[src/rtl/stat_pkg.sv]
// Package: shared widths, bit positions and reset values of the status unit.
// Assumes an 8-bit status byte and an 8-bit event register.
package stat_pkg;
    localparam int unsigned REG_W    = 8;
    localparam int unsigned PON_BIT  = 7;   // power-on bit of the event register
    localparam int unsigned OPER_BIT = 7;   // status byte: operation summary
    localparam int unsigned MSS_BIT  = 6;   // status byte: master summary / request
    localparam int unsigned ESB_BIT  = 5;   // status byte: event summary
    localparam int unsigned MAV_BIT  = 4;   // status byte: message available
    localparam int unsigned QUES_BIT = 3;   // status byte: questionable summary
    localparam logic [REG_W-1:0] ESR_RST = REG_W'(1) << PON_BIT;
endpackage

[src/rtl/evt_latch.sv]
// Module: event register with enable mask and event summary.
// Holds sticky event bits, clears them on read or clear-status (events in the
// same cycle survive the clear), and reports whether any enabled bit is set.
// Assumes strobes are single-cycle and synchronous to clk.
module evt_latch
    import stat_pkg::*;
#(
    parameter int unsigned W = REG_W
) (
    input  logic         clk,
    input  logic         rst_n,
    input  logic [W-1:0] evt_pulse_i,
    input  logic         clr_i,
    input  logic         mask_wr_i,
    input  logic [W-1:0] mask_wdata_i,
    output logic [W-1:0] esr_o,
    output logic         sum_o
);
    localparam logic [W-1:0] RST_VAL = W'(ESR_RST);

    logic [W-1:0] esr_q;
    logic [W-1:0] mask_q;

    // Event bits: power-on value, clear on request, new events always merged in.
    always_ff @(posedge clk) begin
        if (!rst_n) begin
            esr_q <= RST_VAL;
        end else begin
            esr_q <= (clr_i ? '0 : esr_q) | evt_pulse_i;
        end
    end

    // Enable mask: reset at power-on, loaded on write, untouched otherwise.
    always_ff @(posedge clk) begin
        if (!rst_n) begin
            mask_q <= '0;
        end else if (mask_wr_i) begin
            mask_q <= mask_wdata_i;
        end
    end

    // Summary of enabled latched events.
    always_comb begin
        sum_o = |(esr_q & mask_q);
    end

    assign esr_o = esr_q;


    evt_sets_bit_chk: assert property (@(posedge clk) disable iff (!rst_n)
        (evt_pulse_i != '0) |=> ((esr_q & $past(evt_pulse_i)) == $past(evt_pulse_i)));


    evt_sticky_chk: assert property (@(posedge clk) disable iff (!rst_n)
        !clr_i |=> ((esr_q & $past(esr_q)) == $past(esr_q)));


    clr_only_new_chk: assert property (@(posedge clk) disable iff (!rst_n)
        clr_i |=> ((esr_q & ~$past(evt_pulse_i)) == '0));
endmodule

[src/rtl/stb_compose.sv]
// Module: service request enable register and status byte assembly.
// Builds the status byte from the summary inputs and derives the master
// summary from the enabled bits, ignoring the enable at the summary position.
// Assumes device clear has priority over an enable write.
module stb_compose
    import stat_pkg::*;
#(
    parameter int unsigned W = REG_W
) (
    input  logic         clk,
    input  logic         rst_n,
    input  logic         dev_clr_i,
    input  logic         sre_wr_i,
    input  logic [W-1:0] sre_wdata_i,
    input  logic         oper_sum_i,
    input  logic         esb_i,
    input  logic         mav_i,
    input  logic         ques_sum_i,
    output logic [W-1:0] stb_o,
    output logic         mss_o
);
    localparam logic [W-1:0] MSS_MASK = W'(1) << MSS_BIT;

    logic [W-1:0] sre_q;
    logic [W-1:0] base;

    // Enable register: cleared by power-on or device clear, else loaded on write.
    always_ff @(posedge clk) begin
        if (!rst_n) begin
            sre_q <= '0;
        end else if (dev_clr_i) begin
            sre_q <= '0;
        end else if (sre_wr_i) begin
            sre_q <= sre_wdata_i;
        end
    end

    // Status byte without the summary bit, then master summary over the rest.
    always_comb begin
        base           = '0;
        base[OPER_BIT] = oper_sum_i;
        base[ESB_BIT]  = esb_i;
        base[MAV_BIT]  = mav_i;
        base[QUES_BIT] = ques_sum_i;
        mss_o          = |(base & sre_q & ~MSS_MASK);
        stb_o          = base;
        stb_o[MSS_BIT] = mss_o;
    end


    dev_clr_wins_chk: assert property (@(posedge clk) disable iff (!rst_n)
        dev_clr_i |=> !mss_o);


    sre_hold_chk: assert property (@(posedge clk) disable iff (!rst_n)
        (!dev_clr_i && !sre_wr_i) |=> $stable(sre_q));
endmodule

[src/rtl/srq_gen.sv]
// Module: service request flag.
// Raises the request on a rising master summary, drops it when the summary
// goes away, and withdraws it on a serial poll until a new rise occurs.
// Assumes poll_i is a single-cycle strobe.
module srq_gen (
    input  logic clk,
    input  logic rst_n,
    input  logic mss_i,
    input  logic poll_i,
    output logic rqs_o
);
    logic mss_q;
    logic rqs_q;
    logic rise;

    // Edge detect of the master summary.
    always_comb begin
        rise = mss_i & ~mss_q;
    end

    // Summary history and request flag; a new rise beats a poll.
    always_ff @(posedge clk) begin
        if (!rst_n) begin
            mss_q <= 1'b0;
            rqs_q <= 1'b0;
        end else begin
            mss_q <= mss_i;
            if (!mss_i)      rqs_q <= 1'b0;
            else if (rise)   rqs_q <= 1'b1;
            else if (poll_i) rqs_q <= 1'b0;
        end
    end

    assign rqs_o = rqs_q;


    rqs_needs_mss_chk: assert property (@(posedge clk) disable iff (!rst_n)
        rqs_q |-> $past(mss_i));


    poll_drops_chk: assert property (@(posedge clk) disable iff (!rst_n)
        (poll_i && !rise) |=> !rqs_q);


    rise_sets_chk: assert property (@(posedge clk) disable iff (!rst_n)
        rise |=> rqs_q);
endmodule

[src/rtl/status_report_unit.sv]
// Module: top of the instrument status reporting unit.
// Connects the event register, status byte assembly and service request flag.
// Assumes all strobes are synchronous single-cycle pulses and rst_n is the
// power-on reset.
module status_report_unit
    import stat_pkg::*;
(
    input  logic             clk,
    input  logic             rst_n,
    input  logic             dev_clr_i,
    input  logic             cls_i,
    input  logic [REG_W-1:0] evt_pulse_i,
    input  logic             oq_nonempty_i,
    input  logic             ques_sum_i,
    input  logic             oper_sum_i,
    input  logic             sre_wr_i,
    input  logic [REG_W-1:0] sre_wdata_i,
    input  logic             ese_wr_i,
    input  logic [REG_W-1:0] ese_wdata_i,
    input  logic             esr_rd_i,
    output logic [REG_W-1:0] esr_o,
    output logic [REG_W-1:0] stb_o,
    input  logic             poll_i,
    output logic [REG_W-1:0] poll_byte_o,
    output logic             srq_o
);
    logic esb;
    logic mss;
    logic clr_evt;

    // Either clear source empties the event register.
    always_comb begin
        clr_evt = esr_rd_i | cls_i;
    end

    evt_latch #(.W(REG_W)) u_evt (
        .clk          (clk),
        .rst_n        (rst_n),
        .evt_pulse_i  (evt_pulse_i),
        .clr_i        (clr_evt),
        .mask_wr_i    (ese_wr_i),
        .mask_wdata_i (ese_wdata_i),
        .esr_o        (esr_o),
        .sum_o        (esb)
    );

    stb_compose #(.W(REG_W)) u_stb (
        .clk         (clk),
        .rst_n       (rst_n),
        .dev_clr_i   (dev_clr_i),
        .sre_wr_i    (sre_wr_i),
        .sre_wdata_i (sre_wdata_i),
        .oper_sum_i  (oper_sum_i),
        .esb_i       (esb),
        .mav_i       (oq_nonempty_i),
        .ques_sum_i  (ques_sum_i),
        .stb_o       (stb_o),
        .mss_o       (mss)
    );

    srq_gen u_srq (
        .clk    (clk),
        .rst_n  (rst_n),
        .mss_i  (mss),
        .poll_i (poll_i),
        .rqs_o  (srq_o)
    );

    // Serial-poll byte: request flag in place of the master summary.
    always_comb begin
        poll_byte_o          = stb_o;
        poll_byte_o[MSS_BIT] = srq_o;
    end


    mss_in_byte_chk: assert property (@(posedge clk) disable iff (!rst_n)
        stb_o[MSS_BIT] == mss);
endmodule

[config.mk]
export PLATFORM = sky130hd
export DESIGN_NAME = status_report_unit
export DESIGN_NICKNAME = d
export VERILOG_FILES = /design/src/rtl/stat_pkg.sv /design/src/rtl/evt_latch.sv /design/src/rtl/stb_compose.sv /design/src/rtl/srq_gen.sv /design/src/rtl/status_report_unit.sv
export SDC_FILE = /design/constraint.sdc
export NUM_CORES = 1
export LEC_CHECK = 0
export CAP_MARGIN = 20
export CORE_ASPECT_RATIO = 0.5
export CORE_MARGIN = 10
export CORE_UTILIZATION = 36
export DETAILED_ROUTE_END_ITERATION = 6
export PLACE_DENSITY = 0.8
export SLEW_MARGIN = 0
export SYNTH_ARGS = -nofsm -noshare
export SYNTH_HDL_FRONTEND = slang
export SYNTH_HIERARCHICAL = 1
export SYNTH_SLANG_ARGS = --single-unit
export TNS_END_PERCENT = 100
[constraint.sdc]
create_clock -name clk -period 1.7 [get_ports clk]
set_input_delay 0.17 -clock clk [delete_from_list [all_inputs] [get_ports clk]]
set_output_delay 0.17 -clock clk [all_outputs]
set_load 0.05 [all_outputs]
==> results.txt <==
Post-synth top area cell: dfxtp_1
Synth warn: 6
Layout cells sized above 1: 18.5%
Routed WL: 2.54 mm
DR pass1 iterations: 4
Area contributors post-synth: dfxtp_1, buf_4, mux2i_1
Die width: 94.0 um
Leakage: 0.624 nW
Syn_area_per_cell: 10.4 um2
Initial antenna violation count: 0
Syn-to-layout area delta: 55.0%
Seq cells post-synth: 22
CP bufs+invs: 1
Number of buffers created by CTS: 3
Unrepaired setup endpoints after global routing: no
Psw: 0.377 mW
Core Footprint: 2600 um2
Setup_tns: 0 ns
DRC: 0
Power share of the combinational group: 28.7%
Nets: 171
Non-Filler Instances: 172
Fin worst setup slack: 0.0891 ns
Crit Path Max Fanout: 3
CP cell instances: clkdlybuf4s50_1
EDFF count, synth: 0
Max_cap viols: 0
Via/cell ratio: 4.26
# setup viols final: 0
Clock root cell: clkbuf_8
Die height: 57.0 um
CP peak stage delay: 0.82 ns
CTS H-tree lvls: 1
CTS tree: built
Worst Skew: 0.00219 ns
Area fraction of the dominant cell type after synthesis: 44.7%
Startpoint types: flip-flop
Most frequent cell after synthesis: dfxtp_1
PortBufs: 49
Worst Tran Pin Value: 0.514 ns
Slew Limit Fails: 0
Total Die Area: 5350 um2
P_int: 0.917 mW
Min Tclk post-route: 1.61 ns
Peak supply drop: 0.402 mV
Sink Count: 22
Final hold vios: 0
Clock Path Buffers: 2
Placer Congestion: 0.684
I/O pin count: 60
First-pass GRT wire length: 3.94 mm
Mapped Area: 985 um2
Worst EP required: 1.53 ns
Slowest CP cell: clkdlybuf4s50_1
Reg power frac: 43.5%
Worst slack at placement: 0.280 ns
Initial drt markers: 28
Vias: 732
Pin count of the biggest net entering global routing: 13
Slew margin rel.: 65.6%
Pwr Density: 848 nW/um2
Synth Flop Type: dfxtp_1
Wire length per cell: 14.7 um
Commonest cells in the netlist: dfxtp_1, buf_4, nor2b_1
Starting Density: 37.8%
Run status: complete, no violations
Post-synth ARST share: 0%
Hold crit path type: reg -> reg
Seq/Total Area, Yosys: 44.7%
Setup Crit Path Kind: reg -> out
N_diodes: 0
Crit end category: primary output
GR Overflow Total: 0
Net Sw Frac: 29.1%
Achievable Freq: 621 MHz
Latest clock arrival within the worst-skew pair: 0.25 ns
Fillers: 217
Crit path max-delay family: buffers and inverters
Number of global-route vias before repair: 770
Fin crit share: 94.8%
Gr usage total: 9.11%
Crit path DAT: 1.44 ns
Clock share of power: 27.8%
Cells after DPL: 167
DRT antenna net count: 0
Cell row count: 13
Mapped Cells: 95
Number of distinct library cells after synthesis: 17
Clock transition at the registers of the reported paths: 0.07 ns
-- layer usage --
layer	vias to the layer above	share of wire [%]	track usage [%]
li1	383	-	-
met1	335	38	9.70
met2	12	57	17.4
met3	2	3.9	2.61
met4	0	0.83	1.94
met5	-	0	0
-- metrics by stage --
stage | hold slack (ns) | util (%) | total power, mW | area (um2)
floorplan | 0.276 | - | 0.810 | 992
global placement | 0.436 | 55.7 | 0.931 | 1450
detailed placement | 0.444 | 55.7 | 0.937 | 1450
CTS | 0.453 | 57.8 | 1.30 | 1510
global route | 0.486 | 58.7 | 1.35 | 1530
finish | 0.450 | 58.7 | 1.29 | 1530
-- cell type report --
class / count / area [um2] / share of cell area [%]
sequential: 22 / 440 / 28.9
multi-input combinational: 56 / 418 / 27.4
tap: 37 / 46.3 / 3.03
timing repair buffer: 53 / 567 / 37.1
clock buffer: 4 / 55.1 / 3.61
-- sequential cells by signal, indices dropped and copies added (netlist names) --
name	count
u_evt/esr_o	8
u_evt/mask_q	8
u_srq/mss_q	1
u_srq/rqs_o	1
u_stb/sre_q	4
-- cell usage in the layout, fill, tap and decap left out, types with 2 or more instances in the layout --
cell type        instances
clkdlybuf4s50_1         36
dfxtp_1                 22
nor2b_1                 15
mux2i_1                 12
buf_4                   10
o21a_1                   7
buf_12                   6
clkbuf_8                 4
a22oi_1                  4
nor2_1                   4
nand2b_1                 3
conb_1                   3
a22oi_2                  2
-- logic make-up after synthesis --
group           after synthesis  share of synthesized area (%)
other cells                   1                          0.381
buf+inv                      19                           14.6
compound gates               14                           11.8
mux                          12                           12.2
simple gates                 27                           16.3
flops                        22                           44.7
-- worst paths after layout --
check            startpoint           to  slack, ns  depth (start not counted)
max reg2reg  u_evt/esr_o[3]  u_srq/rqs_o       0.34                          6
max          u_evt/esr_o[2]     esr_o[2]       0.09                          1
min             u_srq/mss_q  u_srq/rqs_o       0.45                          1
min reg2reg     u_srq/mss_q  u_srq/rqs_o       0.45                          1
-- power by group through the flow --
stage	Clock [mW]	Combinational, mW	Sequential, mW
CTS	0.372	0.366	0.561
detailed placement	0	0.365	0.572
global route	0.393	0.390	0.566
global placement	0	0.360	0.571
finish	0.360	0.372	0.562
floorplan	0	0.198	0.612
-- what timing repair did --
action,CTS,global route
buffers inserted,0,1
gates resized for setup,0,3
setup endpoints to repair,0,1
hold buffers,0,0
(Power assumes the default switching activity.)
